--- config.mk ---
export PLATFORM = sky130hd
export DESIGN_NAME = spi_mm_master
export DESIGN_NICKNAME = d
export VERILOG_FILES = /design/src/rtl/spi_mm_pkg.sv /design/src/rtl/spi_mm_fifo.sv /design/src/rtl/spi_mm_shift.sv /design/src/rtl/spi_mm_master.sv
export SDC_FILE = /design/constraint.sdc
export NUM_CORES = 1
export LEC_CHECK = 0
export BUFFER_PORTS_ARGS = -buffer_cell sky130_fd_sc_hd__buf_4
export CAP_MARGIN = 20
export CORE_AREA = 2 2 147 149
export CTS_CLUSTER_DIAMETER = 40
export DETAILED_ROUTE_END_ITERATION = 8
export DIE_AREA = 0 0 149 151
export PLACE_DENSITY_LB_ADDON = 0.2
export SKIP_LAST_GASP = 1
export SYNTH_ARGS = -nofsm -noshare
export SYNTH_HDL_FRONTEND = slang
export SYNTH_SLANG_ARGS = --single-unit
--- constraint.sdc ---
create_clock -name clk_i -period 3.3 [get_ports clk_i]
set_input_delay 0.33 -clock clk_i [delete_from_list [all_inputs] [get_ports clk_i]]
set_output_delay 0.33 -clock clk_i [all_outputs]
set_load 0.02 [all_outputs]
--- src/rtl/spi_mm_pkg.sv ---
package spi_mm_pkg;
  localparam int DIV_W = 8;

  localparam logic [1:0] OPM_CFG = 2'b01;
  localparam logic [1:0] OPM_ACT = 2'b10;

  localparam int unsigned ADR_MODE = 'h00;
  localparam int unsigned ADR_CTL0 = 'h04;
  localparam int unsigned ADR_CTL1 = 'h08;
  localparam int unsigned ADR_STAT = 'h14;
  localparam int unsigned ADR_DATA = 'h18;

  typedef struct packed {
    logic             cpol;
    logic             cpha;
    logic             msb_first;
    logic             wide;
    logic [DIV_W-1:0] div;
  } fmt_t;
endpackage

--- src/rtl/spi_mm_fifo.sv ---
module spi_mm_fifo #(
  parameter int WIDTH = 16,
  parameter int DEPTH = 4
) (
  input  logic                       clk_i,
  input  logic                       rst_ni,
  input  logic                       clr_i,
  input  logic                       push_i,
  input  logic [WIDTH-1:0]           wdata_i,
  input  logic                       pop_i,
  output logic [WIDTH-1:0]           rdata_o,
  output logic [$clog2(DEPTH):0]     count_o,
  output logic                       full_o,
  output logic                       empty_o
);
  localparam int PTR_W = $clog2(DEPTH);
  localparam int CNT_W = PTR_W + 1;

  logic [WIDTH-1:0] mem_q [DEPTH];
  logic [PTR_W-1:0] wr_ptr_q, rd_ptr_q;
  logic [CNT_W-1:0] cnt_q;
  logic do_push, do_pop;

  assign full_o  = (cnt_q == CNT_W'(DEPTH));
  assign empty_o = (cnt_q == '0);
  assign do_push = push_i & ~full_o;
  assign do_pop  = pop_i & ~empty_o;
  assign rdata_o = mem_q[rd_ptr_q];
  assign count_o = cnt_q;

  always_ff @(posedge clk_i or negedge rst_ni) begin
    if (!rst_ni) begin
      wr_ptr_q <= '0;
      rd_ptr_q <= '0;
      cnt_q    <= '0;
    end else if (clr_i) begin
      wr_ptr_q <= '0;
      rd_ptr_q <= '0;
      cnt_q    <= '0;
    end else begin
      if (do_push) wr_ptr_q <= wr_ptr_q + 1'b1;
      if (do_pop)  rd_ptr_q <= rd_ptr_q + 1'b1;
      case ({do_push, do_pop})
        2'b10:   cnt_q <= cnt_q + 1'b1;
        2'b01:   cnt_q <= cnt_q - 1'b1;
        default: cnt_q <= cnt_q;
      endcase
    end
  end

  always_ff @(posedge clk_i) begin
    if (do_push && !clr_i) mem_q[wr_ptr_q] <= wdata_i;
  end
endmodule

--- src/rtl/spi_mm_shift.sv ---
module spi_mm_shift
  import spi_mm_pkg::*;
#(
  parameter int DATA_W = 16
) (
  input  logic              clk_i,
  input  logic              rst_ni,
  input  logic              start_i,
  input  fmt_t              fmt_i,
  input  logic [DATA_W-1:0] tx_word_i,
  input  logic              miso_i,
  output logic              busy_o,
  output logic              done_o,
  output logic [DATA_W-1:0] rx_word_o,
  output logic              sck_o,
  output logic              mosi_o
);
  localparam int HALF_W = DATA_W / 2;
  localparam int EDGE_W = $clog2(2 * DATA_W);

  fmt_t              fmt_q;
  logic              busy_q, done_q, sck_q, mosi_q;
  logic [EDGE_W-1:0] edge_q, last_edge;
  logic [DIV_W-1:0]  hcnt_q;
  logic [DATA_W-1:0] tx_sr_q, rx_sr_q;
  logic              is_sample;

  function automatic logic head_bit(logic [DATA_W-1:0] sr, fmt_t f);
    if (!f.msb_first) return sr[0];
    return f.wide ? sr[DATA_W-1] : sr[HALF_W-1];
  endfunction

  function automatic logic [DATA_W-1:0] next_sr(logic [DATA_W-1:0] sr, fmt_t f);
    return f.msb_first ? (sr << 1) : (sr >> 1);
  endfunction

  assign last_edge = fmt_q.wide ? EDGE_W'(2 * DATA_W - 1) : EDGE_W'(DATA_W - 1);
  // even edges lead; the phase bit moves sampling to the trailing edge
  assign is_sample = ~edge_q[0] ^ fmt_q.cpha;

  always_ff @(posedge clk_i or negedge rst_ni) begin
    if (!rst_ni) begin
      fmt_q   <= '0;
      busy_q  <= 1'b0;
      done_q  <= 1'b0;
      sck_q   <= 1'b0;
      mosi_q  <= 1'b0;
      edge_q  <= '0;
      hcnt_q  <= '0;
      tx_sr_q <= '0;
      rx_sr_q <= '0;
    end else begin
      done_q <= 1'b0;
      if (!busy_q) begin
        sck_q <= fmt_i.cpol;
        if (start_i) begin
          busy_q  <= 1'b1;
          fmt_q   <= fmt_i;
          edge_q  <= '0;
          hcnt_q  <= fmt_i.div - 1'b1;
          rx_sr_q <= '0;
          if (!fmt_i.cpha) begin
            mosi_q  <= head_bit(tx_word_i, fmt_i);
            tx_sr_q <= next_sr(tx_word_i, fmt_i);
          end else begin
            tx_sr_q <= tx_word_i;
          end
        end
      end else if (hcnt_q != '0) begin
        hcnt_q <= hcnt_q - 1'b1;
      end else begin
        sck_q  <= ~sck_q;
        hcnt_q <= fmt_q.div - 1'b1;
        edge_q <= edge_q + 1'b1;
        if (is_sample) begin
          rx_sr_q <= fmt_q.msb_first ? {rx_sr_q[DATA_W-2:0], miso_i}
                                     : {miso_i, rx_sr_q[DATA_W-1:1]};
        end else begin
          mosi_q  <= head_bit(tx_sr_q, fmt_q);
          tx_sr_q <= next_sr(tx_sr_q, fmt_q);
        end
        if (edge_q == last_edge) begin
          busy_q <= 1'b0;
          done_q <= 1'b1;
        end
      end
    end
  end

  always_comb begin
    if (fmt_q.wide)           rx_word_o = rx_sr_q;
    else if (fmt_q.msb_first) rx_word_o = {{HALF_W{1'b0}}, rx_sr_q[HALF_W-1:0]};
    else                      rx_word_o = {{HALF_W{1'b0}}, rx_sr_q[DATA_W-1:HALF_W]};
  end

  assign busy_o = busy_q;
  assign done_o = done_q;
  assign sck_o  = sck_q;
  assign mosi_o = mosi_q;
endmodule

--- src/rtl/spi_mm_master.sv ---
module spi_mm_master
  import spi_mm_pkg::*;
#(
  parameter int DATA_W     = 16,
  parameter int FIFO_DEPTH = 4,
  parameter int ADDR_W     = 5
) (
  input  logic              clk_i,
  input  logic              rst_ni,
  input  logic              bus_sel_i,
  input  logic              bus_we_i,
  input  logic [ADDR_W-1:0] bus_addr_i,
  input  logic [DATA_W-1:0] bus_wdata_i,
  output logic [DATA_W-1:0] bus_rdata_o,
  output logic              sck_o,
  output logic              mosi_o,
  input  logic              miso_i,
  output logic              irq_o
);
  localparam int LVL_W = $clog2(FIFO_DEPTH);
  localparam int CNT_W = LVL_W + 1;

  logic [1:0]       opm_q;
  logic             stop_q, cpol_q, cpha_q, msb_q, ien_q, wide_q;
  logic [LVL_W-1:0] lvl_q;
  logic [DIV_W-1:0] div_q;

  logic wr_en, rd_en, hit_mode, hit_ctl0, hit_ctl1, hit_stat, hit_data;
  logic in_cfg, buf_clr, start, idle, lvl_hit;
  logic tx_full, tx_empty, rx_full, rx_empty;
  logic [CNT_W-1:0]  tx_cnt, rx_cnt;
  logic [DATA_W-1:0] tx_head, rx_head, rx_word;
  logic sh_busy, sh_done;
  fmt_t cur_fmt;
  logic unused_bits;

  assign hit_mode = (bus_addr_i == ADDR_W'(ADR_MODE));
  assign hit_ctl0 = (bus_addr_i == ADDR_W'(ADR_CTL0));
  assign hit_ctl1 = (bus_addr_i == ADDR_W'(ADR_CTL1));
  assign hit_stat = (bus_addr_i == ADDR_W'(ADR_STAT));
  assign hit_data = (bus_addr_i == ADDR_W'(ADR_DATA));
  assign wr_en    = bus_sel_i & bus_we_i;
  assign rd_en    = bus_sel_i & ~bus_we_i;
  assign in_cfg   = (opm_q == OPM_CFG);
  assign buf_clr  = wr_en & hit_mode & bus_wdata_i[0];
  assign unused_bits = ^{tx_cnt, tx_full};

  always_ff @(posedge clk_i or negedge rst_ni) begin
    if (!rst_ni) begin
      opm_q  <= OPM_CFG;
      stop_q <= 1'b0;
      cpol_q <= 1'b0;
      cpha_q <= 1'b0;
      msb_q  <= 1'b1;
      ien_q  <= 1'b0;
      lvl_q  <= '0;
      div_q  <= DIV_W'(4);
      wide_q <= 1'b0;
    end else if (wr_en) begin
      if (hit_mode) begin
        if (bus_wdata_i[7:6] == OPM_CFG || bus_wdata_i[7:6] == OPM_ACT)
          opm_q <= bus_wdata_i[7:6];
        stop_q <= bus_wdata_i[1];
      end
      if (hit_ctl0) begin
        ien_q <= bus_wdata_i[9];
        lvl_q <= bus_wdata_i[12 +: LVL_W];
        if (in_cfg) begin
          cpol_q <= bus_wdata_i[0];
          cpha_q <= bus_wdata_i[1];
          msb_q  <= bus_wdata_i[2];
        end
      end
      if (hit_ctl1 && in_cfg) begin
        div_q  <= (bus_wdata_i[15:8] == '0) ? DIV_W'(1) : bus_wdata_i[15:8];
        wide_q <= (bus_wdata_i[4:0] == 5'd16);
      end
    end
  end

  assign cur_fmt = '{cpol: cpol_q, cpha: cpha_q, msb_first: msb_q, wide: wide_q, div: div_q};

  // a finishing word still owes its receive slot, so hold the next start
  assign start = (opm_q == OPM_ACT) & ~stop_q & ~sh_busy & ~sh_done & ~tx_empty & ~rx_full;
  assign idle  = tx_empty & ~sh_busy & ~sh_done;
  assign lvl_hit = (rx_cnt >= ({1'b0, lvl_q} + 1'b1));
  assign irq_o   = lvl_hit & ien_q;

  spi_mm_fifo #(.WIDTH(DATA_W), .DEPTH(FIFO_DEPTH)) u_tx_fifo (
    .clk_i, .rst_ni, .clr_i(buf_clr),
    .push_i(wr_en & hit_data), .wdata_i(bus_wdata_i),
    .pop_i(start), .rdata_o(tx_head),
    .count_o(tx_cnt), .full_o(tx_full), .empty_o(tx_empty)
  );

  spi_mm_fifo #(.WIDTH(DATA_W), .DEPTH(FIFO_DEPTH)) u_rx_fifo (
    .clk_i, .rst_ni, .clr_i(buf_clr),
    .push_i(sh_done), .wdata_i(rx_word),
    .pop_i(rd_en & hit_data), .rdata_o(rx_head),
    .count_o(rx_cnt), .full_o(rx_full), .empty_o(rx_empty)
  );

  spi_mm_shift #(.DATA_W(DATA_W)) u_shift (
    .clk_i, .rst_ni, .start_i(start), .fmt_i(cur_fmt),
    .tx_word_i(tx_head), .miso_i,
    .busy_o(sh_busy), .done_o(sh_done), .rx_word_o(rx_word),
    .sck_o, .mosi_o
  );

  always_comb begin
    bus_rdata_o = '0;
    if (hit_mode) begin
      bus_rdata_o[7:6] = opm_q;
      bus_rdata_o[1]   = stop_q;
    end else if (hit_ctl0) begin
      bus_rdata_o[0]            = cpol_q;
      bus_rdata_o[1]            = cpha_q;
      bus_rdata_o[2]            = msb_q;
      bus_rdata_o[9]            = ien_q;
      bus_rdata_o[12 +: LVL_W]  = lvl_q;
    end else if (hit_ctl1) begin
      bus_rdata_o[15:8] = div_q;
      bus_rdata_o[4:0]  = wide_q ? 5'd16 : 5'd8;
    end else if (hit_stat) begin
      bus_rdata_o[14] = lvl_hit;
      bus_rdata_o[2]  = idle;
    end else if (hit_data && !rx_empty) begin
      bus_rdata_o = rx_head;
    end
  end
endmodule

# == Word-level counts from Yosys, hierarchy flattened ==
# Memory sizes are Yosys's and may differ from the RTL's.
# Index checks and enable logic that the tools add are counted.
# word_totals
inputBits,26
ramBits,128
elab_cells,212
mem_count,2
ff_bits,92
out_inout_bits,19
# op_classes
reduce_logical,29
n_bitwise,29
add_sub_neg,13
n_eq_ne,20
mux,91
n_lt_le_gt_ge,1
# memory_table
name,words,word_bits,rd,rd_clocked_by_memory_dff,write_ports,line,text
u_rx_fifo.mem_q,4,16,1,0,1,spi_mm_fifo.sv:19,logic [WIDTH-1:0] mem_q [DEPTH];
u_tx_fifo.mem_q,4,16,1,0,1,spi_mm_fifo.sv:19,
# ops
operator,count
16-bit two-way mux,18
8-bit two-way mux,7
1-bit two-way mux,38
5-bit two-way mux,6
2-bit two-way mux,13
8-bit by 1-bit subtractor with 8-bit output (second input constant),3
1-bit AND,18
5-bit == test (second input constant),3
3-bit two-way mux,4
3-bit case mux with 2 select lines,2
3-bit AND reduction,4
11-bit two-way mux,1
1-bit inverter,10
2-bit AND reduction,5
2-bit nonzero test,5
2-bit by 1-bit adder with 2-bit output (second input constant),4
2-bit by 1-bit == test with 1-bit output (second input constant),4
2-bit == test (second input constant),4
8-bit logical NOT,1
8-bit nonzero test,1
3-bit by 1-bit adder with 3-bit output (second input constant),2
3-bit == test (second input constant),2
3-bit logical NOT,2
6-bit two-way mux,1
other kinds (17),25

# == Depth between registers and ports, before layout ==
# Gate-level depths: netlist of run 1.
# depth
word_depth,12
depth_mapped,9
mapped_depth_nobuf,7

# == By module ==
# From an unflattened synthesis of run 1, not the netlist that was laid out.
# unflattened
cells_unflattened,850
hier_area_um2,10635.2
# modules_own_cells
module,cells_each,n_inst,area_each_um2,seq_area_each_um2
spi_mm_fifo,148,2,2865.2,2097.0
spi_mm_shift,430,1,3711.1,1501.4
spi_mm_master,124,1,1193.6,454.2

# == Worst setup path after synthesis of run 1 ==
# No wires, ideal clock.
# synth_path
path_type,flip-flop to flip-flop
startpoint,reg u_shift.busy_q (netlist: u_shift.busy_o)
endpoint,reg u_tx_fifo.cnt_q[1] (netlist: u_tx_fifo.count_o[1])
required_time_ns,3.179
setup_time_ns,0.121
setup_slack_ns,0.790
arrival_time_ns,2.389
n_path_buf,2
synth_period_minus_slack_ns,2.510
stages_incl_launch_ff,9
cell_sequence,dfrtp_1 > or4b_1 > or4_1 > buf_6 > clkbuf_1 > nor2_1 > fa_1 > mux2i_1 > nor2_1
# synth_via
elab_chain_len,9
elab_cells_between_ends,11
cone_classes,eq/ne: 2; mux: 2; bitwise: 6; reduce/logical: 1
# synth_lines
element,line,text
"start, declared",spi_mm_shift.sv:22,"logic busy_q, done_q, sck_q, mosi_q;"
"start signal, assigned",spi_mm_shift.sv:44,busy_q <= 1'b0;
"start signal, assigned",spi_mm_shift.sv:57,busy_q <= 1'b1;
"start signal, assigned",spi_mm_shift.sv:83,busy_q <= 1'b0;
1-bit inverter (no line) *,n/a,
1-bit AND * (4 in series),spi_mm_master.sv:84,assign start = (opm_q == OPM_ACT) & ~stop_q & ~sh_busy & ~sh_done & ~tx_empty & ~rx_full;
1-bit AND *,spi_mm_fifo.sv:27,assign do_pop = pop_i & ~empty_o;
2-bit by 1-bit == test with 1-bit output / 2-bit == test (equally long branches),spi_mm_fifo.sv:43,"case ({do_push, do_pop})"
3-bit case mux with 2 select lines,spi_mm_fifo.sv:43,
3-bit two-way mux,spi_mm_fifo.sv:36,end else if (clr_i) begin
"end signal, assigned",spi_mm_fifo.sv:44,2'b10: cnt_q <= cnt_q + 1'b1;
"end signal, assigned",spi_mm_fifo.sv:45,2'b01: cnt_q <= cnt_q - 1'b1;
"end signal, assigned",spi_mm_fifo.sv:46,default: cnt_q <= cnt_q;
"end, declared",spi_mm_fifo.sv:21,logic [CNT_W-1:0] cnt_q;
# Every way passes the cells marked *; elsewhere a longest branch is shown, timed or not.
# A chain may end at the register's enable or synchronous reset.

# == Final worst setup path of run 1 ==
# layout_path
startpoint,reg u_rx_fifo.rd_ptr_q[0]
endpoint,out bus_rdata_o[15]
# layout_via
elab_chain_len,10
# layout_lines
element,line,text
"start, declared",spi_mm_fifo.sv:20,"logic [PTR_W-1:0] wr_ptr_q, rd_ptr_q;"
"start signal, assigned",spi_mm_fifo.sv:42,if (do_pop) rd_ptr_q <= rd_ptr_q + 1'b1;
memory read 4 x 16 bit,n/a,
16-bit two-way mux,spi_mm_master.sv:127,end else if (hit_data && !rx_empty) begin
16-bit two-way mux,spi_mm_master.sv:124,end else if (hit_stat) begin
16-bit two-way mux,spi_mm_master.sv:121,end else if (hit_ctl1) begin
16-bit two-way mux,spi_mm_master.sv:115,end else if (hit_ctl0) begin
16-bit two-way mux,spi_mm_master.sv:112,if (hit_mode) begin
1-bit two-way mux,spi_mm_master.sv:124,
8-bit two-way mux,spi_mm_master.sv:121,
2-bit two-way mux,spi_mm_master.sv:115,
8-bit two-way mux,spi_mm_master.sv:112,
"end, declared",spi_mm_master.sv:14,"output logic [DATA_W-1:0] bus_rdata_o,"
# No other way between the ends. The select of a mux whose other input is x is not followed.

==> flow_summary.yaml, run 1 <==
clock_network:
  cts_made_buffers: 30
  post-cts-setup-buffer-count: 0
  root_buffer: "clkbuf_16"
  cts_htree_levels: 1
  clk_latency_ns: 0.54
  cts_tree: "yes"
  ctsResizeCount: 0
  cts_max_path_buffers: 3
  clk_pin_slew_ns: 0.06
  cts_hold_buf: 6
  cts.sink_count: 220
power:
  peakVddDrop_mv: 0.498
  clkPwrFrac: 0.462
  switching_share: 0.248
  p_leak_nw: 4.79
  seq_power_share: 0.443
  internal_power_mw: 5.32
  p_switching_mw: 1.75
  p_comb_frac: 0.095
  cellPowerDensity_mw_per_mm2: 586
yosys:
  synth_edf_count: 128
  netlist_instances: 794
  synth_nets: 836
  ys_types: 60
  avgSynthCellArea_um2: 13.0
  synth_top_flop_cell: "edfxtp_1"
  synth_xor_area_frac: 0.0143
  synthMuxAreaShare: 0.139
  synth-compound-area-share: 0.0849
  yosys.area_share.simple: 0.118
  synth_top_family_by_area: "multiplexers"
  yosys.area_share.adder: 0.0209
  syn_area_mm2: 0.0103
  ys_seq_area_frac: 0.596
  yosys_warnings: 0
  ys_ff_latch: 220
  async_flop_share: 0.418
global_route:
  antenna_found_initial: 0
  grt_pass1_wl_um: 38000
  grt_pass1_vias: 6708
  track_usage: 0.220
  grt_overflow: 0
  grt_max_degree: 79
setup_path:
  cp-start-kind: "register"
  timing.rr.end: "u_shift.mosi_o"
  worstSetupPathType: "reg -> out"
  cp_data_required_time_ns: 2.97
  r2r_start: "u_shift.done_o"
  crit_fanout: 14
  worstRegToRegCells: 6
  worstPathArrival_ns: 2.58
  cp-end-kind: "output pin"
  reg2reg_slack_ns: 0.64
routing:
  ant_nets: 0
  drtIter0Drc: 400
  viasPerCell: 5.82
  wl_per_cell_um: 20.9
  drtPass1Iterations: 8
  drt-total-wl_um: 24000
  vias: 6704
  remaining_drc_errors: 0
hold_path:
  hold_path_end: "u_tx_fifo.mem_q[0][8]"
  hold_path.class: "in -> reg"
  hp-start: "bus_wdata_i[8]"
  whs_path_depth: 1
layout:
  fillers: 1655
  layout_common_cells: "edfxtp_1, nand2_1, dfrtp_1"
  insertedDiodeCount: 0
  fin_cells: 1151
  final_nets: 894
  layout_commonest_cell: "edfxtp_1"
  design_area_mm2: 0.0121
  drive_above_1_share: 0.263
  syn2layout_area_growth_pct: 17.0
die:
  initial_core_util: 0.495
  dieWidth_um: 149
  dieHeight_um: 151
  ios: 45
  num_rows: 53
  die-area_mm2: 0.0225
  core_mm2: 0.0208
sta:
  hold_viol: 0
  fin_skew_ns: 0.00936
  tns_ns: 0
  slew_headroom: 0.366
  clock.fmax_mhz: 343
  min_period_ns: 2.91
  setup_viol: 0
  tightestPinTransition_ns: 0.952
  drv_slew: 0
  finalCritPeriodShare: 0.883
  rsz0062_at_grt: "no"
placed_design:
  gp_congestion: 0.894
  dp_cells: 1089
  hpwlAfterDp_um: 16200
  placed_cell_area_mm2: 0.0110
  portBuffers: 44
job:
  maxCapViolations: 0
outcome:
  status: "finished clean"
==> cells in the mapped netlist (2+ instances only) <==
cell type,number,area [um2]
edfxtp_1,128,3840
nand2_1,95,357
dfrtp_1,89,2230
nor2_1,64,240
mux2_2,54,608
o21ai_0,37,185
mux4_2,32,721
clkbuf_1,29,109
a21oi_1,27,135
and2_1,24,150
inv_1,20,75.1
a22oi_1,16,120
ha_1,14,175
a221oi_1,11,96.3
nor3_1,11,55.1
mux2i_1,10,100
a22o_1,9,78.8
nor4_1,8,50.1
xnor2_1,8,70.1
a31oi_1,7,43.8
buf_2,7,35.0
nor2b_1,7,43.8
xor2_1,7,61.3
nor3b_1,6,45.0
nand3_1,5,25.0
nand4_1,5,31.3
or2_2,5,31.3
or4b_2,5,50.1
buf_1,4,15.0
or4_1,4,30.0
a21o_1,3,22.5
a222oi_1,3,30.0
buf_6,3,33.8
dfstp_2,3,78.8
nand2b_1,3,18.8
o211ai_1,3,22.5
a31o_2,2,17.5
and3_1,2,12.5
fa_1,2,40.0
o21ai_1,2,10.0
==> worst max path at each step <==
stage,startpoint,to,slack [ns]
2_1_floorplan,u_shift.busy_o,u_tx_fifo.count_o[1],0.79
3_3_place_gp,bus_addr_i[1],u_tx_fifo.count_o[2],0.75
3_5_place_dp,u_shift.done_o,u_shift.mosi_o,0.67
4_1_cts,u_rx_fifo.rd_ptr_q[0],bus_rdata_o[15],0.29
5_1_grt,u_rx_fifo.rd_ptr_q[0],bus_rdata_o[8],0.23
6_report,u_rx_fifo.rd_ptr_q[0],bus_rdata_o[15],0.39
==> state kept, by name, summed over array words and instances, names as in the netlist, 2 cells and up <==
signal and cells:
div_q 8, u_shift.edge_q 5, u_shift.fmt_q 11, opm_q 2, u_rx_fifo.wr_ptr_q 2, u_tx_fifo.wr_ptr_q 2
lvl_q 2, u_tx_fifo.count_o 3, u_shift.rx_sr_q 16, u_shift.hcnt_q 8, u_rx_fifo.count_o 3, u_shift.tx_sr_q 16
u_rx_fifo.mem_q 64, u_tx_fifo.rd_ptr_q 2, u_rx_fifo.rd_ptr_q 2, u_tx_fifo.mem_q 64
==> worst max-delay path, stage by stage, from the launching register on <==
cell and delay, ns:
dfrtp_1 0.86, buf_4 0.27, mux4_2 0.54, a22o_1 0.21
buf_4 0.16
==> power by group through the flow <==
| stage | sequential [mW] | combinational (mW) | clock [mW] |
|---|---|---|---|
| 2_1_floorplan | 3.09 | 0.503 | 0 |
| 3_3_place_gp | 3.18 | 0.639 | 0 |
| 3_5_place_dp | 3.19 | 0.662 | 0 |
| 4_1_cts | 3.13 | 0.675 | 3.32 |
| 5_1_grt | 3.15 | 0.741 | 3.44 |
| 6_report | 3.13 | 0.672 | 3.27 |
==> final cells by class <==
class,count,area [um2],share of cell area
timing repair buffer,70,553,0.0458
tap,275,344,0.0285
multi-input combinational,509,3900,0.323
clock inverter,21,228,0.0189
inverter,21,78.8,0.00653
clock buffer,35,811,0.0672
sequential,220,6150,0.510
==> per-layer routing <==
metal  wire (um)  share of wire  GRT usage  vias to the layer above
met4         697          0.029     0.0695                        0
met2       12000           0.50      0.376                      222
met5           0              0          0                        -
met3        1190          0.049     0.0298                       52
li1            -              -          -                     3071
met1       10200           0.42      0.293                     3359
==> metrics by stage <==
step / worst slack (ns) / hold slack, ns / power, mW / util
finish: 0.385 / 0.0206 / 7.08 / 0.579
global route: 0.225 / 0.0112 / 7.33 / 0.579
CTS: 0.290 / 0.00210 / 7.13 / 0.579
detailed placement: 0.674 / 0.464 / 3.85 / 0.527
global placement: 0.745 / 0.469 / 3.82 / 0.527
floorplan: 0.790 / 0.0344 / 3.59 / -
==> logic make-up (layout without fill, tap and decap cells) <==
| kind of cell | after synthesis | in the layout |
|---|---|---|
| simple gates | 251 | 251 |
| mux | 96 | 96 |
| compound gates | 130 | 130 |
| fa+ha+maj | 16 | 16 |
| buf+inv | 65 | 147 |
| xor+xnor | 16 | 16 |
| flops | 220 | 220 |
Power figures use the tool's default switching activity.
==> run 2, diff against run 1 <==
Settings changed: HOLD_SLACK_MARGIN set to 0.08.
==> flow_summary.yaml, run 2 (synthesized netlist as in run 1, its figures left out) <==
routing:
  vias: 6725
  wl_per_cell_um: 20.6
  remaining_drc_errors: 0
  viasPerCell: 5.79
  drtPass1Iterations: 6
  ant_nets: 0
  drtIter0Drc: 430
  drt-total-wl_um: 24000
layout:
  largest_registers: "u_rx_fifo.mem_q x64, u_tx_fifo.mem_q x64"
  drive_above_1_share: 0.259
  syn2layout_area_growth_pct: 18.0
  final_nets: 905
  layout_commonest_cell: "edfxtp_1"
  layout_common_cells: "edfxtp_1, nand2_1, dfrtp_1"
  insertedDiodeCount: 0
  utilization: 0.585
sta:
  rsz0062_at_grt: "no"
  tns_ns: 0
  fin_skew_ns: 0.00990
  setup_viol: 0
  slew_headroom: 0.372
  hold_viol: 0
  finalCritPeriodShare: 0.883
  clock.fmax_mhz: 343
  whs_ns: 0.157
  min_period_ns: 2.91
  tightestPinTransition_ns: 0.942
  drv_slew: 0
clock_network:
  cts_max_path_buffers: 3
  post-cts-setup-buffer-count: 0
  cts_hold_buf: 17
  cts_tree: "yes"
  cts.sink_count: 220
  clk_pin_slew_ns: 0.06
  cts_htree_levels: 1
  cts_made_buffers: 30
  clk_latency_ns: 0.54
  root_buffer: "clkbuf_16"
  ctsResizeCount: 0
setup_path:
  cp-start-kind: "register"
  worstPathArrival_ns: 2.58
  r2r_start: "u_shift.done_o"
  timing.rr.end: "u_shift.mosi_o"
  cp_data_required_time_ns: 2.97
  cp-end-kind: "output pin"
  worstRegToRegCells: 6
  worstSetupPathType: "reg -> out"
  crit_fanout: 14
  cp-startpoint: "u_rx_fifo.rd_ptr_q[0]"
  reg2reg_slack_ns: 0.64
global_route:
  antenna_found_initial: 0
  grt_overflow: 0
  track_usage: 0.220
  grt_pass1_vias: 6751
  grt_pass1_wl_um: 38100
  grt_max_degree: 79
placed_design:
  gp_congestion: 0.894
  hpwlAfterDp_um: 16200
  portBuffers: 44
power:
  p_comb_frac: 0.096
  seq_power_share: 0.442
  p_leak_nw: 4.84
  peakVddDrop_mv: 0.497
  clkPwrFrac: 0.462
  internal_power_mw: 5.33
  p_switching_mw: 1.76
  cellPowerDensity_mw_per_mm2: 582
  switching_share: 0.248
hold_path:
  hp-start: "bus_addr_i[3]"
  hold_path_end: "opm_q[0]"
  hold_path.class: "in -> reg"
  whs_path_depth: 3
outcome:
  status: "finished clean"
die:
  ios: 45
  num_rows: 53
  die-area_mm2: 0.0225
  dieWidth_um: 149
  dieHeight_um: 151
  core_mm2: 0.0208
  initial_core_util: 0.495
job:
  maxCapViolations: 0
[run 2: how the worst max path moves through the flow]
stage               depth (start not counted)              endpoint
floorplan                                   8  u_tx_fifo.count_o[1]
CTS                                         4       bus_rdata_o[15]
detailed placement                          6        u_shift.mosi_o
global placement                            9  u_tx_fifo.count_o[2]
global route                                4        bus_rdata_o[8]
finish                                      4       bus_rdata_o[15]
[run 2: critical path: stages (launching register included)]
cell,delay [ns]
dfrtp_1,0.86
buf_4,0.27
mux4_2,0.54
a22o_1,0.21
buf_4,0.16
[run 2: through the flow]
step                      area [um2]  instances  setup WS [ns]  total power [mW]
after global routing           12200       1162          0.225              7.34
after CTS                      12200       1162          0.290              7.14
final                          12200       1162          0.387              7.09
after floorplan                10300        794          0.790              3.59
after global placement         11000       1089          0.745              3.82
after detailed placement       11000       1089          0.674              3.85
[run 2: per-layer routing]
| layer | up-vias | wire [um] | global-route usage | part of all wire |
|---|---|---|---|---|
| li1 | 3097 | - | - | - |
| met1 | 3355 | 10000 | 0.294 | 0.42 |
| met2 | 225 | 12000 | 0.378 | 0.50 |
| met3 | 48 | 1260 | 0.0295 | 0.053 |
| met4 | 0 | 689 | 0.0695 | 0.029 |
| met5 | - | 0 | 0 | 0 |
[run 2: cell type report]
class                   instances  area (um2)
fillers                      1647        8650
clock buffers                  35         811
multi-input cells             509        3900
well taps                     275         344
repair buffers                 81         663
inverters                      21        78.8
flip-flops and latches        220        6150
clock inverters                21         228
[run 2: power groups by stage]
| stage | sequential, mW | combinational, mW | clock [mW] |
|---|---|---|---|
| 2_1_floorplan | 3.09 | 0.503 | 0 |
| 3_3_place_gp | 3.18 | 0.639 | 0 |
| 3_5_place_dp | 3.19 | 0.662 | 0 |
| 4_1_cts | 3.13 | 0.685 | 3.32 |
| 5_1_grt | 3.15 | 0.752 | 3.44 |
| 6_report | 3.13 | 0.681 | 3.27 |
